$ cat src/rtl/dacif_pkg.sv
package dacif_pkg;

    localparam logic [6:0] BCAST_ADDR = 7'b1110011;

    localparam logic [3:0] CMD_WRITE   = 4'b0000;
    localparam logic [3:0] CMD_UPDATE  = 4'b0001;
    localparam logic [3:0] CMD_WR_UPD  = 4'b0011;
    localparam logic [3:0] CMD_PWRDN   = 4'b0100;

    typedef enum logic {
        PH_IDLE = 1'b0,
        PH_RX   = 1'b1
    } phase_e;

endpackage

$ cat src/rtl/dacif_bus_sampler.sv
module dacif_bus_sampler #(
    parameter int SYNC_STAGES = 2
) (
    input  logic clk,
    input  logic rst_n,
    input  logic scl_i,
    input  logic sda_i,
    output logic sda_o,
    output logic scl_rise_o,
    output logic scl_fall_o,
    output logic start_o,
    output logic stop_o
);

    typedef struct packed {
        logic [SYNC_STAGES-1:0] scl_sh;
        logic [SYNC_STAGES-1:0] sda_sh;
        logic                   scl_prev;
        logic                   sda_prev;
    } smp_t;

    smp_t smp_d, smp_q;
    logic scl_s, sda_s;

    assign scl_s = smp_q.scl_sh[SYNC_STAGES-1];
    assign sda_s = smp_q.sda_sh[SYNC_STAGES-1];

    always_comb begin
        smp_d          = smp_q;
        smp_d.scl_sh   = {smp_q.scl_sh[SYNC_STAGES-2:0], scl_i};
        smp_d.sda_sh   = {smp_q.sda_sh[SYNC_STAGES-2:0], sda_i};
        smp_d.scl_prev = scl_s;
        smp_d.sda_prev = sda_s;
    end

    always_ff @(posedge clk or negedge rst_n) begin
        if (!rst_n) begin
            smp_q <= '1;
        end else begin
            smp_q <= smp_d;
        end
    end

    assign sda_o      = sda_s;
    assign scl_rise_o = scl_s & ~smp_q.scl_prev;
    assign scl_fall_o = ~scl_s & smp_q.scl_prev;
    assign start_o    = scl_s & smp_q.scl_prev & smp_q.sda_prev & ~sda_s;
    assign stop_o     = scl_s & smp_q.scl_prev & ~smp_q.sda_prev & sda_s;

endmodule

$ cat src/rtl/dacif_addr_map.sv
module dacif_addr_map (
    input  logic [1:0] sel1_i,
    input  logic [1:0] sel0_i,
    output logic [6:0] addr_o
);

    function automatic logic [3:0] tri_level(input logic [1:0] enc);
        case (enc)
            2'b00:   tri_level = 4'd0;
            2'b01:   tri_level = 4'd1;
            default: tri_level = 4'd2;
        endcase
    endfunction

    logic [3:0] slot;

    always_comb begin
        slot = 4'(tri_level(sel1_i) * 4'd3) + tri_level(sel0_i);
        if (slot < 4'd4) begin
            addr_o = 7'b0010000 | {3'b000, slot};
        end else if (slot < 4'd8) begin
            addr_o = 7'b0100000 | {3'b000, slot - 4'd4};
        end else begin
            addr_o = 7'b0110000;
        end
    end

endmodule

$ cat src/rtl/dacif_frame_rx.sv
module dacif_frame_rx
    import dacif_pkg::*;
(
    input  logic        clk,
    input  logic        rst_n,
    input  logic        sda_s_i,
    input  logic        scl_rise_i,
    input  logic        scl_fall_i,
    input  logic        start_i,
    input  logic        stop_i,
    input  logic [6:0]  own_addr_i,
    output logic        sda_oe_o,
    output logic        exec_o,
    output logic [3:0]  cmd_o,
    output logic [15:0] word_o
);

    typedef struct packed {
        phase_e      phase;
        logic [3:0]  bit_cnt;
        logic [2:0]  byte_idx;
        logic [7:0]  shreg;
        logic        sel;
        logic        ack;
        logic [3:0]  cmd;
        logic [7:0]  hi;
        logic        exec;
        logic [15:0] word;
    } rx_t;

    rx_t rx_d, rx_q;
    logic addr_hit;

    assign addr_hit = ((rx_q.shreg[7:1] == own_addr_i) ||
                       (rx_q.shreg[7:1] == BCAST_ADDR)) && !rx_q.shreg[0];

    always_comb begin
        rx_d      = rx_q;
        rx_d.exec = 1'b0;
        if (start_i) begin
            rx_d.phase    = PH_RX;
            rx_d.bit_cnt  = 4'd0;
            rx_d.byte_idx = 3'd0;
            rx_d.sel      = 1'b0;
            rx_d.ack      = 1'b0;
        end else if (stop_i) begin
            rx_d.phase   = PH_IDLE;
            rx_d.bit_cnt = 4'd0;
            rx_d.ack     = 1'b0;
        end else if (rx_q.phase == PH_RX) begin
            if (scl_rise_i) begin
                if (rx_q.bit_cnt < 4'd8) begin
                    rx_d.shreg   = {rx_q.shreg[6:0], sda_s_i};
                    rx_d.bit_cnt = rx_q.bit_cnt + 4'd1;
                end else if (rx_q.bit_cnt == 4'd8) begin
                    rx_d.bit_cnt = 4'd9;
                    case (rx_q.byte_idx)
                        3'd0: if (!rx_q.sel) rx_d.phase = PH_IDLE;
                        3'd1: rx_d.cmd = rx_q.shreg[7:4];
                        3'd2: rx_d.hi = rx_q.shreg;
                        3'd3: begin
                            rx_d.exec = rx_q.sel;
                            rx_d.word = {rx_q.hi, rx_q.shreg};
                        end
                        default: ;
                    endcase
                    if (rx_q.byte_idx < 3'd4) begin
                        rx_d.byte_idx = rx_q.byte_idx + 3'd1;
                    end
                end
            end else if (scl_fall_i) begin
                if (rx_q.bit_cnt == 4'd8) begin
                    if (rx_q.byte_idx == 3'd0) begin
                        rx_d.sel = addr_hit;
                        rx_d.ack = addr_hit;
                    end else begin
                        rx_d.ack = rx_q.sel && (rx_q.byte_idx <= 3'd3);
                    end
                end else if (rx_q.bit_cnt == 4'd9) begin
                    rx_d.ack     = 1'b0;
                    rx_d.bit_cnt = 4'd0;
                end
            end
        end
    end

    always_ff @(posedge clk or negedge rst_n) begin
        if (!rst_n) begin
            rx_q       <= '0;
            rx_q.phase <= PH_IDLE;
        end else begin
            rx_q <= rx_d;
        end
    end

    assign sda_oe_o = rx_q.ack;
    assign exec_o   = rx_q.exec;
    assign cmd_o    = rx_q.cmd;
    assign word_o   = rx_q.word;

    a_r5_oe_only_in_ack_slot: assert property (@(posedge clk) disable iff (!rst_n)
        rx_q.ack |-> (rx_q.bit_cnt == 4'd8 || rx_q.bit_cnt == 4'd9));

    a_r11_exec_after_third_byte: assert property (@(posedge clk) disable iff (!rst_n)
        rx_q.exec |-> (rx_q.byte_idx == 3'd4 && rx_q.sel));

    a_r4_unselected_stays_silent: assert property (@(posedge clk) disable iff (!rst_n)
        (!rx_q.sel && rx_q.byte_idx != 3'd0) |-> !rx_q.ack);

endmodule

$ cat src/rtl/dacif_cmd_exec.sv
module dacif_cmd_exec
    import dacif_pkg::*;
#(
    parameter int RES = 12
) (
    input  logic           clk,
    input  logic           rst_n,
    input  logic           exec_i,
    input  logic [3:0]     cmd_i,
    input  logic [15:0]    word_i,
    output logic [RES-1:0] in_code_o,
    output logic [RES-1:0] out_code_o,
    output logic           pwrdn_o
);

    typedef struct packed {
        logic [RES-1:0] in_code;
        logic [RES-1:0] out_code;
        logic           pwrdn;
    } dac_t;

    dac_t dac_d, dac_q;
    logic [RES-1:0] code;

    assign code = word_i[15 -: RES];

    generate
        if (RES < 16) begin : g_low_bits
            logic unused_low;
            assign unused_low = ^word_i[15-RES:0];
        end
    endgenerate

    always_comb begin
        dac_d = dac_q;
        if (exec_i) begin
            case (cmd_i)
                CMD_WRITE: dac_d.in_code = code;
                CMD_UPDATE: begin
                    dac_d.out_code = dac_q.in_code;
                    dac_d.pwrdn    = 1'b0;
                end
                CMD_WR_UPD: begin
                    dac_d.in_code  = code;
                    dac_d.out_code = code;
                    dac_d.pwrdn    = 1'b0;
                end
                CMD_PWRDN: dac_d.pwrdn = 1'b1;
                default: ;
            endcase
        end
    end

    always_ff @(posedge clk or negedge rst_n) begin
        if (!rst_n) begin
            dac_q       <= '0;
            dac_q.pwrdn <= 1'b1;
        end else begin
            dac_q <= dac_d;
        end
    end

    assign in_code_o  = dac_q.in_code;
    assign out_code_o = dac_q.out_code;
    assign pwrdn_o    = dac_q.pwrdn;

    a_r7_write_keeps_output: assert property (@(posedge clk) disable iff (!rst_n)
        (exec_i && cmd_i == CMD_WRITE) |=> ($stable(dac_q.out_code) && $stable(dac_q.pwrdn)));

    a_r8_update_copies_and_wakes: assert property (@(posedge clk) disable iff (!rst_n)
        (exec_i && cmd_i == CMD_UPDATE) |=> (!dac_q.pwrdn && dac_q.out_code == $past(dac_q.in_code)));

    a_r9_both_stages_equal: assert property (@(posedge clk) disable iff (!rst_n)
        (exec_i && cmd_i == CMD_WR_UPD) |=> (!dac_q.pwrdn && dac_q.out_code == dac_q.in_code));

    a_r10_pwrdn_holds_codes: assert property (@(posedge clk) disable iff (!rst_n)
        (exec_i && cmd_i == CMD_PWRDN) |=> (dac_q.pwrdn && $stable(dac_q.in_code) && $stable(dac_q.out_code)));

    a_r11_no_change_without_exec: assert property (@(posedge clk) disable iff (!rst_n)
        !exec_i |=> ($stable(dac_q.in_code) && $stable(dac_q.out_code) && $stable(dac_q.pwrdn)));

endmodule

$ cat src/rtl/i2c_dac_wordif.sv
module i2c_dac_wordif #(
    parameter int RES         = 12,
    parameter int SYNC_STAGES = 2
) (
    input  logic           clk,
    input  logic           rst_n,
    input  logic           scl_i,
    input  logic           sda_i,
    input  logic [1:0]     addr_sel1_i,
    input  logic [1:0]     addr_sel0_i,
    output logic           sda_oe_o,
    output logic [RES-1:0] in_code_o,
    output logic [RES-1:0] out_code_o,
    output logic           pwrdn_o
);

    logic        sda_s, scl_rise, scl_fall, bus_start, bus_stop;
    logic [6:0]  own_addr;
    logic        exec;
    logic [3:0]  cmd;
    logic [15:0] word;

    dacif_bus_sampler #(.SYNC_STAGES(SYNC_STAGES)) u_sampler (
        .clk        (clk),
        .rst_n      (rst_n),
        .scl_i      (scl_i),
        .sda_i      (sda_i),
        .sda_o      (sda_s),
        .scl_rise_o (scl_rise),
        .scl_fall_o (scl_fall),
        .start_o    (bus_start),
        .stop_o     (bus_stop)
    );

    dacif_addr_map u_addr (
        .sel1_i (addr_sel1_i),
        .sel0_i (addr_sel0_i),
        .addr_o (own_addr)
    );

    dacif_frame_rx u_rx (
        .clk        (clk),
        .rst_n      (rst_n),
        .sda_s_i    (sda_s),
        .scl_rise_i (scl_rise),
        .scl_fall_i (scl_fall),
        .start_i    (bus_start),
        .stop_i     (bus_stop),
        .own_addr_i (own_addr),
        .sda_oe_o   (sda_oe_o),
        .exec_o     (exec),
        .cmd_o      (cmd),
        .word_o     (word)
    );

    dacif_cmd_exec #(.RES(RES)) u_exec (
        .clk        (clk),
        .rst_n      (rst_n),
        .exec_i     (exec),
        .cmd_i      (cmd),
        .word_i     (word),
        .in_code_o  (in_code_o),
        .out_code_o (out_code_o),
        .pwrdn_o    (pwrdn_o)
    );

endmodule

$ cat config.mk
export PLATFORM = sky130hd
export DESIGN_NAME = i2c_dac_wordif
export DESIGN_NICKNAME = d
export VERILOG_FILES = /design/src/rtl/dacif_pkg.sv /design/src/rtl/dacif_bus_sampler.sv /design/src/rtl/dacif_addr_map.sv /design/src/rtl/dacif_frame_rx.sv /design/src/rtl/dacif_cmd_exec.sv /design/src/rtl/i2c_dac_wordif.sv
export SDC_FILE = /design/constraint.sdc
export NUM_CORES = 1
export LEC_CHECK = 0
export BUFFER_PORTS_ARGS = -buffer_cell sky130_fd_sc_hd__buf_2
export CORE_ASPECT_RATIO = 0.9
export CORE_UTILIZATION = 59
export CTS_CLUSTER_DIAMETER = 80
export DETAILED_ROUTE_END_ITERATION = 10
export GPL_ROUTABILITY_DRIVEN = 0
export PLACE_DENSITY = 0.84
export SYNTH_ARGS = -nofsm -noshare
export SYNTH_HDL_FRONTEND = slang
export SYNTH_SLANG_ARGS = --single-unit
$ cat constraint.sdc
create_clock -name clk -period 2.1 [get_ports clk]
set_input_delay 0.42 -clock clk [delete_from_list [all_inputs] [get_ports clk]]
set_output_delay 0.42 -clock clk [all_outputs]
set_load 0.02 [all_outputs]
==> out/results.ini <==
[status]
status=complete, but fails checks
violations=negative setup slack

[synth]
synth-main-ff-cell=dfrtp_1
syn-num-nets=317
syn_area_um2=3472
seq_area_frac_synth_pct=53.59
ys_seq_elements=74
synth_edf_count=0
postSynth.asyncResetShare_pct=100.0
synth_cells=294
synth.distinct_cells=48
yosysWarnings=0
avgSynthCellArea_um2=11.81

[placed_design]
dp_hpwl_mm=4.788
port_buffers=33
post-place-cells=397

[final_layout]
diodes=0
finalNonFillerCells=414
drive_above_1_share_pct=38.08
layout.nets=362
syn_to_final_growth_pct=18.05

[global_routing]
grt-ovfl-total=0
antenna_found_initial=0
grt_pass1_vias=2299
grt_start_max_net_pins=59
grt_usage_pct=23.39
grt_first_pass_wirelength_mm=11.21

[timing]
max-slew-margin-rel_pct=67.02
fin_worst_skew_ps=10.70
worst_pin_slew_ps=494.7
timing.final.crit_share_pct=104.7
fin_crit_ps=2199
setup_viol=2
hold_viol_final=0
fmax_mhz=454.8
rsz0062_at_grt=true
layout_setup_ws_ps=-98.95
slew_violations=0
fin_hold_ws_ps=166.6

[power]
power.total_mw=3.204
cellPowerDensity_nw_per_um2=781.8
vdd_ir_drop_max_mv=0.5763
p_leak_nw=1.960

[flow_run]
drv_cap=0

[route]
drt_drc_violations_left=0
routed_wl_mm=6.890
firstDrtPassIters=4
first_iter_violations=123
via_per_inst=5.923
ant_nets=0
num_vias=2452
wl_per_cell_um=16.64

[cts]
cts_tree=yes
cts_sinks=74
htreeDepth=3
cts.clk_slew.worst_paths_ps=70
clockBufferDepth=2
cts_setup_buffers=0
clock_latency_ps=350
cts-root-buf=clkbuf_8
cts-buffers-inserted=9

[critical_path]
critical_path_required_ps=2350
cp-end-kind=flop
crit_slowest_cell=fa_2
arrival_ps=2450
critPathMostFrequentCell=ha_4
start_kind=input pin
cp_top_family=adder cells
path_buf_inv=2
cp_cell_sequence=buf_6 > or2_4 > ha_4 > ha_4 > inv_2 > fa_2 > nand2_2 > o221ai_2 > o311a_1 > a41oi_2 > a221oi_2
critical_path_class=input pin to flop
crit_path_max_fanout=2
max_stage_delay_ps=560

[floorplanning]
die_x_um=82.86
die-area_um2=6196
fp.dieH_um=74.78
num_io_pins=34
start_util_pct=61.34
core.rowCount=26
core_area_um2=5660

[hold_path]
hold_path.class=input pin to flop

-- Yosys cell counts, types with 2 or more instances --
master     n  area share (%)
a41oi_1    2            0.50
o21ai_0   22             3.2
or3_1      2            0.36
nor3_1     4            0.58
dfrtp_1   67              48
mux2i_1    2            0.58
ha_1      14             5.0
o31ai_1    5             1.1
nor2b_1    4            0.72
inv_1     16             1.7
xor2_1     2            0.50
nand3_1    7             1.0
buf_6      2            0.65
nand2_1   29             3.1
o22ai_1   13             2.3
mux2_2    44              14
and2_1     2            0.36
nand2b_1   3            0.54
a21oi_1    3            0.43
nor2_1     8            0.86
nand4b_1   2            0.50
dfstp_2    7             5.3
o21a_1     2            0.43
nor4_1     3            0.54
clkbuf_1   6            0.65
-- metrics by stage --
| step | worst slack, ps | utilization (%) | setup TNS, ps | area [um^2] |
|---|---|---|---|---|
| finish | -98.95 | 72.41 | -183.5 | 4099 |
| global route | -196.1 | 72.41 | -405.6 | 4099 |
| CTS | -78.23 | 71.91 | -141.4 | 4070 |
| detailed placement | -529.3 | 67.26 | -972.0 | 3807 |
| global placement | -414.3 | 67.26 | -748.8 | 3807 |
| floorplan | -260.0 | - | -439.4 | 3510 |
-- cell type report --
cell class	count	area (um^2)
Tap cell	70	87.58
Fill cell	387	1562
Multi-Input combinational cell	193	1569
Clock inverter	7	101.3
Clock buffer	9	123.9
Inverter	16	60.06
Timing Repair Buffer	45	295.3
Sequential cell	74	1862
-- layer usage --
metal  vias to the layer above  share of wire (%)  GRT usage (%)
met5                         -                  0              0
met2                        62                 50          39.07
li1                       1140                  -              -
met1                      1235                 44          29.46
met3                        15                4.7          7.018
met4                         0                2.0          8.812
-- power breakdown --
| part | switching [mW] | internal [mW] | leakage [nW] |
|---|---|---|---|
| combinational | 0.154 | 0.162 | 0.861 |
| sequential | 0.165 | 1.51 | 0.993 |
| clock | 0.539 | 0.676 | 0.106 |
| total | 0.858 | 2.35 | 1.96 |
-- kinds of logic (layout without fill, tap and decap cells) --
logic type | Yosys count | in the layout | synth area share (%)
AND/OR/NAND/NOR | 76 | 76 | 12.18
flip-flops | 74 | 74 | 53.59
AO/OA/AOI/OAI | 53 | 53 | 9.478
multiplexers | 46 | 46 | 14.85
buffers and inverters | 27 | 77 | 3.531
adder cells (fa/ha/maj) | 15 | 15 | 5.622
XOR/XNOR | 3 | 3 | 0.7569
-- layout by cell type, fill, tap and decap left out, types with 2 or more instances in the layout --
cell type and count:
nand3_1 7, and2_1 2, nor4_1 3, dfrtp_1 66, buf_12 2, mux2_2 44
o21ai_0 22, a21oi_1 3, clkbuf_8 9, nor2_1 8, buf_6 2, bufinv_16 2
nand4b_1 2, inv_1 15, ha_4 2, buf_4 9, nand2b_1 3, nor2b_1 4
mux2i_1 2, buf_2 31, nand2_1 28, o21a_1 2, clkinv_4 2, dfstp_2 7
ha_1 11, nor3_1 4, o22ai_1 13, clkinvlp_4 2, xor2_1 2, or3_1 2
o31ai_1 4
-- what timing repair did --
action / 4_1_cts / 5_1_grt
hold buffers: 1 / 0
resized for setup: 5 / 6
setup endpoints to repair: 2 / 17
endpoints found under the hold margin: 10 / 0
pin swaps: 6 / 2
-- sequential cells by signal, summed over array words and instances (netlist names) --
register           flops
u_exec.in_code_o      12
u_exec.pwrdn_o         1
u_rx.word_o           12
u_exec.out_code_o     12
u_sampler.sda_o        1
u_rx.sda_oe_o          1
u_rx.rx_q             25
u_sampler.scl_s        1
u_sampler.smp_q        2
u_rx.cmd_o             4
u_rx.exec_o            1
u_sampler.smp_d        2
-- final timing paths --
kind	from	endpoint	slack, ps	cells after the start
worst max-delay path	addr_sel1_i[0]	u_rx.sda_oe_o$_DFFE_PN0P_	-100	11
max in group asynchronous	rst_n	u_sampler.smp_q[1]$_DFF_PN1_	880	3
worst min-delay path	sda_i	u_sampler.smp_d[3]$_DFF_PN1_	170	1
min in group asynchronous	rst_n	u_exec.in_code_o[2]$_DFFE_PN0P_	530	2
worst max register to register	u_sampler.scl_s$_DFF_PN1_	u_rx.cmd_o[1]$_DFFE_PN0P_	90	5
worst min register to register	u_sampler.smp_d[5]$_DFF_PN1_	u_sampler.scl_s$_DFF_PN1_	360	0
No activity file was read; power rests on OpenSTA's default activity.
